<file path="src/rtl/ltb_pkg.sv">
package ltb_pkg;
    localparam int DATA_W = 8;
    localparam int ADDR_W = 2;

    localparam logic [ADDR_W-1:0] ADDR_TB   = 2'd0;
    localparam logic [ADDR_W-1:0] ADDR_CAPC = 2'd1;
    localparam logic [ADDR_W-1:0] ADDR_CAPV = 2'd2;

    typedef enum logic {PH_FIRST, PH_SECOND} phase_t;
    typedef enum logic {CAP_ARMED, CAP_HELD} cap_state_t;
endpackage

</file>
<file path="src/rtl/ltb_prescaler.sv">
module ltb_prescaler #(
    parameter int DIV = 32
) (
    input  logic clk,
    input  logic rst_n,
    output logic tick
);
    localparam int PW = (DIV > 1) ? $clog2(DIV) : 1;
    localparam logic [PW-1:0] LAST = PW'(DIV - 1);

    logic [PW-1:0] div_q;

    always_ff @(posedge clk or negedge rst_n) begin
        if (!rst_n)
            div_q <= '0;
        else if (div_q == LAST)
            div_q <= '0;
        else
            div_q <= div_q + 1'b1;
    end

    assign tick = (div_q == LAST);

    // enable pulses are isolated single cycles
    a_r2_tick_single: assert property (@(posedge clk) disable iff (!rst_n)
        tick |=> !tick);
endmodule

</file>
<file path="src/rtl/ltb_timebase.sv">
module ltb_timebase
    import ltb_pkg::*;
#(
    parameter int CNT_W = 8,
    parameter int TERM  = 249
) (
    input  logic             clk,
    input  logic             rst_n,
    input  logic             tick,
    input  logic             dbl,
    output logic [CNT_W-1:0] cnt,
    output logic             ovf_evt
);
    localparam logic [CNT_W-1:0] TERM_V = CNT_W'(TERM);

    logic [CNT_W-1:0] cnt_q;
    phase_t           ph_q, ph_d;
    logic             wrap;

    assign wrap = tick && (cnt_q == TERM_V);

    always_ff @(posedge clk or negedge rst_n) begin
        if (!rst_n)
            cnt_q <= '0;
        else if (wrap)
            cnt_q <= '0;
        else if (tick)
            cnt_q <= cnt_q + 1'b1;
    end

    // phase state register
    always_ff @(posedge clk or negedge rst_n) begin
        if (!rst_n)
            ph_q <= PH_FIRST;
        else
            ph_q <= ph_d;
    end

    // next state and event output
    always_comb begin
        ph_d    = ph_q;
        ovf_evt = 1'b0;
        if (wrap) begin
            unique case (ph_q)
                PH_FIRST: begin
                    if (dbl) ph_d = PH_SECOND;
                    else     ovf_evt = 1'b1;
                end
                PH_SECOND: begin
                    ovf_evt = 1'b1;
                    ph_d    = PH_FIRST;
                end
                default: ph_d = PH_FIRST;
            endcase
        end
    end

    assign cnt = cnt_q;

    // counter never exceeds the terminal count
    a_r3_cnt_range: assert property (@(posedge clk) disable iff (!rst_n)
        cnt_q <= TERM_V);
    // a step at the terminal count lands on zero
    a_r3_wrap_zero: assert property (@(posedge clk) disable iff (!rst_n)
        (tick && cnt_q == TERM_V) |=> cnt_q == '0);
    // in doubled mode the first wrap raises no event
    a_r4_dbl_skip: assert property (@(posedge clk) disable iff (!rst_n)
        (wrap && dbl && ph_q == PH_FIRST) |-> !ovf_evt);
endmodule

</file>
<file path="src/rtl/ltb_capture.sv">
module ltb_capture
    import ltb_pkg::*;
#(
    parameter int CNT_W = 8
) (
    input  logic             clk,
    input  logic             rst_n,
    input  logic             pin,
    input  logic             fall_sel,
    input  logic [CNT_W-1:0] cnt,
    input  logic             clr,
    output logic [CNT_W-1:0] cap_val,
    output logic             cap_flag
);
    logic       sync1_q, sync2_q, prev_q;
    logic       hit;
    logic       load;
    cap_state_t st_q, st_d;

    always_ff @(posedge clk or negedge rst_n) begin
        if (!rst_n) begin
            sync1_q <= 1'b0;
            sync2_q <= 1'b0;
            prev_q  <= 1'b0;
        end else begin
            sync1_q <= pin;
            sync2_q <= sync1_q;
            prev_q  <= sync2_q;
        end
    end

    assign hit = fall_sel ? (prev_q && !sync2_q) : (!prev_q && sync2_q);

    // capture state register
    always_ff @(posedge clk or negedge rst_n) begin
        if (!rst_n)
            st_q <= CAP_ARMED;
        else
            st_q <= st_d;
    end

    // next state and load decision
    always_comb begin
        st_d = st_q;
        load = 1'b0;
        unique case (st_q)
            CAP_ARMED: begin
                if (hit) begin
                    st_d = CAP_HELD;
                    load = 1'b1;
                end
            end
            CAP_HELD: begin
                if (clr) begin
                    if (hit) load = 1'b1;
                    else     st_d = CAP_ARMED;
                end
            end
            default: st_d = CAP_ARMED;
        endcase
    end

    always_ff @(posedge clk or negedge rst_n) begin
        if (!rst_n)
            cap_val <= '0;
        else if (load)
            cap_val <= cnt;
    end

    assign cap_flag = (st_q == CAP_HELD);

    // a pending capture with no clear keeps its value
    a_r8_hold: assert property (@(posedge clk) disable iff (!rst_n)
        (st_q == CAP_HELD && !clr) |=> $stable(cap_val));
    // clear without a new edge re-arms
    a_r10_rearm: assert property (@(posedge clk) disable iff (!rst_n)
        (st_q == CAP_HELD && clr && !hit) |=> st_q == CAP_ARMED);
    // clear colliding with an edge keeps the flag
    a_r11_cap_set_wins: assert property (@(posedge clk) disable iff (!rst_n)
        (clr && hit) |=> cap_flag);
endmodule

</file>
<file path="src/rtl/ltb_capture_timer.sv">
module ltb_capture_timer
    import ltb_pkg::*;
#(
    parameter int PRESC = 32,
    parameter int CNT_W = 8,
    parameter int TERM  = 249
) (
    input  logic              clk,
    input  logic              rst_n,
    input  logic [ADDR_W-1:0] addr,
    input  logic              wr_en,
    input  logic [DATA_W-1:0] wdata,
    input  logic              rd_en,
    output logic [DATA_W-1:0] rdata,
    input  logic              cap_pin,
    output logic              irq_tb,
    output logic              irq_cap
);
    localparam int PAD_W = DATA_W - CNT_W;

    logic             tick;
    logic [CNT_W-1:0] cnt;
    logic             ovf_evt;
    logic [CNT_W-1:0] cap_val;
    logic             cap_flag;
    logic             tb_ie, tb_dbl, cap_ie, cap_fall;
    logic             tb_flag;
    logic             rd_tb, rd_capv;

    ltb_prescaler #(.DIV(PRESC)) u_presc (
        .clk  (clk),
        .rst_n(rst_n),
        .tick (tick)
    );

    ltb_timebase #(.CNT_W(CNT_W), .TERM(TERM)) u_tbase (
        .clk    (clk),
        .rst_n  (rst_n),
        .tick   (tick),
        .dbl    (tb_dbl),
        .cnt    (cnt),
        .ovf_evt(ovf_evt)
    );

    assign rd_tb   = rd_en && (addr == ADDR_TB);
    assign rd_capv = rd_en && (addr == ADDR_CAPV);

    ltb_capture #(.CNT_W(CNT_W)) u_cap (
        .clk     (clk),
        .rst_n   (rst_n),
        .pin     (cap_pin),
        .fall_sel(cap_fall),
        .cnt     (cnt),
        .clr     (rd_capv),
        .cap_val (cap_val),
        .cap_flag(cap_flag)
    );

    always_ff @(posedge clk or negedge rst_n) begin
        if (!rst_n) begin
            tb_ie    <= 1'b0;
            tb_dbl   <= 1'b0;
            cap_ie   <= 1'b0;
            cap_fall <= 1'b0;
        end else if (wr_en) begin
            if (addr == ADDR_TB) begin
                tb_ie  <= wdata[0];
                tb_dbl <= wdata[1];
            end else if (addr == ADDR_CAPC) begin
                cap_ie   <= wdata[0];
                cap_fall <= wdata[1];
            end
        end
    end

    // set has priority over the read-clear
    always_ff @(posedge clk or negedge rst_n) begin
        if (!rst_n)
            tb_flag <= 1'b0;
        else if (ovf_evt)
            tb_flag <= 1'b1;
        else if (rd_tb)
            tb_flag <= 1'b0;
    end

    always_comb begin
        unique case (addr)
            ADDR_TB:   rdata = {tb_flag, 5'b0, tb_dbl, tb_ie};
            ADDR_CAPC: rdata = {cap_flag, 5'b0, cap_fall, cap_ie};
            ADDR_CAPV: rdata = {{PAD_W{1'b0}}, cap_val};
            default:   rdata = '0;
        endcase
    end

    assign irq_tb  = tb_flag && tb_ie;
    assign irq_cap = cap_flag && cap_ie;

    // a read with no new event clears the flag
    a_r6_read_clear: assert property (@(posedge clk) disable iff (!rst_n)
        (rd_tb && !ovf_evt) |=> !tb_flag);
    // an overflow event always leaves the flag set
    a_r11_tb_set_wins: assert property (@(posedge clk) disable iff (!rst_n)
        ovf_evt |=> tb_flag);
    // a disabled timebase interrupt stays low
    a_r5_irq_gate: assert property (@(posedge clk) disable iff (!rst_n)
        !tb_ie |-> !irq_tb);
endmodule

</file>
<file path="config.mk">
export PLATFORM = sky130hd
export DESIGN_NAME = ltb_capture_timer
export DESIGN_NICKNAME = d
export VERILOG_FILES = /design/src/rtl/ltb_pkg.sv /design/src/rtl/ltb_prescaler.sv /design/src/rtl/ltb_timebase.sv /design/src/rtl/ltb_capture.sv /design/src/rtl/ltb_capture_timer.sv
export SDC_FILE = /design/constraint.sdc
export NUM_CORES = 1
export LEC_CHECK = 0
export BUFFER_PORTS_ARGS = -buffer_cell sky130_fd_sc_hd__buf_2
export CAP_MARGIN = 10
export CELL_PAD_IN_SITES_DETAIL_PLACEMENT = 1
export CELL_PAD_IN_SITES_GLOBAL_PLACEMENT = 2
export CORE_ASPECT_RATIO = 0.9
export CORE_UTILIZATION = 36
export DETAILED_ROUTE_END_ITERATION = 7
export PLACE_DENSITY_LB_ADDON = 0.1
export REMOVE_ABC_BUFFERS = 1
export SETUP_SLACK_MARGIN = 0.3
export SLEW_MARGIN = 15
export SYNTH_ARGS = -nofsm -noshare
export SYNTH_HDL_FRONTEND = slang
export SYNTH_SLANG_ARGS = --single-unit
</file>
<file path="constraint.sdc">
create_clock -name clk -period 2.25 [get_ports clk]
set_input_delay 0.225 -clock clk [delete_from_list [all_inputs] [get_ports clk]]
set_output_delay 0.225 -clock clk [all_outputs]
set_load 0.005 [all_outputs]
</file>
# Yosys cells after proc, flatten, opt, wreduce, memory -nomap -nowiden
# Index checks and enable logic that the tools add are counted.
# classes
add_sub_neg,2
n_mul,0
div,0
magnitude_cmp,0
eq_ne,4
shift,0
mux,17
bitwise,3
reduce_logical,14
# op_table
cell,n
8-bit case mux with 3 select lines,1
8-bit two-way mux,2
1-bit two-way mux,9
8-bit by 1-bit adder with 8-bit output (second input constant),1
8-bit == test (second input constant),1
1-bit case mux with 2 select lines,4
1-bit logical AND,7
5-bit by 1-bit adder with 5-bit output (second input constant),1
5-bit == test (second input constant),1
5-bit two-way mux,1
2-bit nonzero test,2
1-bit NOT,3
3-bit AND reduction,1
2-bit by 1-bit == test with 1-bit output (second input constant),1
2-bit == test (second input constant),1
1-bit logical NOT,2
2-bit logical NOT,1
2-bit AND reduction,1
# word_totals
ff_bits,31
latchBits,0
ramBits,0
romBits,0
wordCells,53
memories,0

# Logic depth before layout (Yosys ltp)
# depth
ltp_word,6
ltp_mapped,7
mapped_depth_nobuf,6

# Modules after synthesis
# From an unflattened synthesis, not the netlist that was laid out.
# hier_totals
cells_unflattened,153
hier_area_um2,1735.4
# modules_own_cells
module,instances,cells_each,area_per_inst_um2,seq_area_each_um2
ltb_capture,1,58,653.1,300.3
ltb_timebase,1,50,535.5,225.2
ltb_capture_timer,1,30,337.8,125.1
ltb_prescaler,1,15,209.0,125.1

# Least setup slack after synthesis
# No wires, ideal clock.
# synth_timing
kind,register to register
from,register u_presc.div_q[0]
to,register u_tbase.ph_q
setup_time_ns,0.125
arrival_time_ns,1.570
path_slack_ns,0.555
path_stages_with_launch,7
path_buffers,0
period_less_slack_ns,1.695
path_cell_list,dfrtp_1 ha_1 and3_1 ha_1 nand4_1 nor2_2 mux2_2
# synth_between
elab_chain_len,2
# synth_rtl
element,line_no,text
"start, declared",ltb_prescaler.sv:11,logic [PW-1:0] div_q;
"start signal, assigned",ltb_prescaler.sv:19,div_q <= div_q + 1'b1;
5-bit == test,ltb_prescaler.sv:22,assign tick = (div_q == LAST);
1-bit logical AND,ltb_timebase.sv:20,assign wrap = tick && (cnt_q == TERM_V);
"end signal, assigned",ltb_timebase.sv:36,ph_q <= ph_d;
"end, declared",ltb_timebase.sv:17,"phase_t ph_q, ph_d;"
# Every way passes these cells.
# A chain may end at the register's enable or synchronous reset.

# Worst setup path after layout
# layout_timing
from,register u_presc.div_q[0]
to,"register u_tbase.cnt_q[7], in the netlist u_tbase.cnt[7]"
# layout_between
elab_chain_len,3
elab_cells_between_ends,4
classes_between,eq/ne (1); mux (1); reduce/logical (2)
# layout_rtl
element,line_no,text
5-bit == test (*),ltb_prescaler.sv:22,
1-bit logical AND,ltb_timebase.sv:20,
8-bit two-way mux / 2-bit nonzero test (equally long branches),--,
"end signal, assigned",ltb_timebase.sv:28,cnt_q <= cnt_q + 1'b1;
"end, declared",ltb_timebase.sv:16,logic [CNT_W-1:0] cnt_q;
# Mark *: on every way between the ends. The rest lies on a longest branch, timed or not.

==> summary.md <==
| Metric | Value |
|---|---|
| CP bufs+invs | `1` |
| Routed length per instance | `14.7 um` |
| Fill cells | `roughly 420` |
| EDFF count, synth | `0` |
| Final Hold Viols | `20` |
| Reg clk slew, reported paths | `0.07 ns` |
| Fin crit share | `about 80%` |
| Vias post-DR | `~990` |
| Fin. max-slew vios | `0` |
| # rows | `21` |
| Die Area | `4270 um2` |
| GR Overflow Total | `0` |
| Die span in y | `62.1 um` |
| FF+latch count, synth | `31` |
| Clock latency on the worst-skew pair | `0.28 ns` |
| Share of layout cells above drive strength 1 | `31.1%` |
| CTS Buffer Depth | `2` |
| CP most frequent cell | `ha_1` |
| Top_reg_cell synth | `dfrtp_1` |
| Async SR Flop Fraction | `100%` |
| Simple-gate portion of the synthesized area | `a little under a fifth` |
| Crit path arrival time | `slightly below 2 ns` |
| Failing checks | `hold timing` |
| Starting Density | `about two fifths` |
| Syn. warnings | `0` |
| Worst endpoint required time | `2.42 ns` |
| Min cycle time layout | `1.80 ns` |
| Power per cell area | `735 nW/um2` |
| Largest family of logic cells by synthesized area | `simple AND/OR/NAND/NOR gates` |
| Cts hold-fix bufs | `0` |
| Mux share of post-synthesis cell area | `12.2%` |
| Crit end category | `register` |
| Core area | `3780 um2` |
| Top Family by Delay on Critical Path | `simple AND/OR/NAND/NOR gates` |
| Vias in the first global route | `980` |
| Power consumption | `~0.0013 W` |
| Final setup violation count | `0` |
| Worst hold path class | `in2async` |
| Final #Nets | `between 150 and 200` |
| DRC Markers | `0` |
| Synth Area in Adders | `3.47%` |
| Port bufs | `18` |
| CTS tree | `done` |
| Critical Path, Cell by Cell | `ha_1 > and3_1 > ha_1 > nand4_1 > buf_4 > a211o_1 > a21o_1` |
| Mapped Cells | `121` |
| TritonCTS Sinks | `31` |
| Cell taking the most area after synthesis | `dfrtp_1` |
| Setup TNS | `0 ns` |
| Number of max-cap violations | `0` |
| Avg Synthesized Cell Area | `11.9 um2` |
| Placed instance count | `184` |
| Max Freq | `0.555 GHz` |
| IO Pins | `25` |
| Die X | `68.8 um` |
| RSZ-0062 raised after global routing | `no` |
| Top post-synthesis cells by area | `dfrtp_1, mux2_2, and2_1` |
| Clock H-tree levels | `2` |
| Finished Layout Cells | `194` |
| Critical path type | `reg2reg` |
| Sequential share of the synthesized area | `between 50% and 60%` |
| Via/cell ratio | `5.11` |
| Library cells used by synthesis | `32` |
| Largest net degree at the start of global routing | `32` |
| DRT Pass-1 Iters | `4` |
| DP HPWL | `between 2000 and 2500 um` |
| Compound-Gate Fraction of Synth Area | `7.80%` |
| Starting DRT DRC Count | `32` |
| Synth Area in XOR/XNOR | `approximately 2.4%` |
| Worst IR Drop VDD | `0.400 mV` |
| Peak per-stage delay on the critical path | `between 0.3 and 0.4 ns` |
| Clk root buf | `clkbuf_8` |
| Startpoint types | `register` |
| CP max-delay cell | `dfrtp_1` |
| Drt total wl | `~2800 um` |
| Setup ws final | `~0.45 ns` |
| Least-Margin Pin Slew | `roughly 0.70 ns` |
| Pre-CTS setup slack | `between 0.3 and 0.4 ns` |
| Top cells by count, synth | `dfrtp_1, mux2_2, and2_1, nand2_1` |
| WHS | `-0.0104 ns` |
| Area Overhead vs Synth | `19.6%` |
| Post-DRT Antenna Nets | `0` |
| Run status | `finished, violations left` |
| Relative slew slack | `53.2%` |
| Syn Std Cell Area | `1440 um2` |
| Worst-path fanout max | `4` |
| Top-count cell post-synth | `dfrtp_1` |
| All-Layer GR Usage | `16.0%` |
| Total CTS buffers | `5` |
| Clock Skew | `between 0.004 and 0.005 ns` |
| Initial antenna violation count | `0` |
| Routability-driven placement congestion ratio | `0.735` |
| Proportion of netlist area held by the largest area contributor | `between 50% and 60%` |
| Leakage power | `0.830 nW` |
| Ant diodes | `0` |
| First-pass GRT wire length | `4750 um` |
-- power breakdown --
part | switching [W] | internal (W) | total [W]
clock network | 0.000202 | 0.000358 | 0.000560
logic | 0.0000483 | 0.0000543 | 0.000103
registers | 0.0000232 | 0.000584 | 0.000607
-- routing by layer --
layer / up-vias / wire [um] / share of wire, % / global-route usage, %
li1: 474 / - / - / -
met1: 496 / 1430 / 50 / 22.3
met2: 17 / 1260 / 44 / 22.5
met3: 5 / 129 / 4.5 / 6.20
met4: 0 / 31 / 1.1 / 5.54
met5: - / 0 / 0 / 0
-- worst paths after layout --
path	end	from	slack [ns]	cells past startpoint
max	u_tbase.cnt[7]	u_presc.div_q[0]	0.45	7
min	u_tbase.cnt[4]	rst_n	-0.01	1
max in group asynchronous	cap_ie	rst_n	1.80	1
min in group clk	u_cap.sync1_q	cap_pin	0.05	1
max reg2reg	u_tbase.cnt[7]	u_presc.div_q[0]	0.45	7
min reg2reg	u_cap.sync2_q	u_cap.sync1_q	0.36	0
-- cells in the final DEF, fill, tap and decap left out, drive strengths merged --
| cell type | count |
|---|---|
| a211o | 2 |
| nand4b | 1 |
| or3 | 3 |
| and2 | 8 |
| nand3b | 2 |
| a2bb2oi | 1 |
| clkbuf | 6 |
| a21oi | 2 |
| o211ai | 1 |
| xor2 | 3 |
| a21o | 2 |
| dfrtp | 31 |
| xnor2 | 1 |
| clkinv | 1 |
| nor4 | 1 |
| o21ai | 6 |
| nand3 | 4 |
| mux2 | 13 |
| nor3b | 1 |
| nor3 | 1 |
| and3b | 1 |
| bufinv | 1 |
| ha | 4 |
| nand4 | 2 |
| nand2 | 8 |
| buf | 21 |
| o22ai | 1 |
| nand2b | 4 |
| nor2 | 7 |
| inv | 3 |
| mux2i | 3 |
| nor2b | 2 |
| and3 | 1 |
-- logic make-up after synthesis --
group / Yosys count
AOI/OAI and AO/OA: 15
and+or+nand+nor: 46
DFF: 31
adders and majority gates: 4
buffers and inverters: 5
muxes: 16
xor gates and xnor gates: 4
-- cell type report --
class,count,area (um2),share of cell area (%)
repair buffers,21,113,6.52
clock inverters,2,35.0,2.03
clock buffers,6,82.6,4.78
flip-flops and latches,31,776,44.9
inverters,3,11.3,0.652
multi-input cells,85,652,37.8
well taps,46,57.6,3.33
-- through the flow --
stage          hold slack [ns]  utilization, %  cell area (um2)
5_1_grt                 0.0273            45.6             1730
3_5_place_dp             0.316            42.0             1590
3_3_place_gp             0.294            42.0             1590
2_1_floorplan          -0.0706               -             1430
6_report               -0.0104            45.6             1730
4_1_cts                0.00946            45.1             1710
-- what timing repair did --
action,4_1_cts,5_1_grt
buffers inserted,0,2
gates resized for setup,0,1
setup endpoints to repair,0,1
Power figures use the tool's default switching activity.
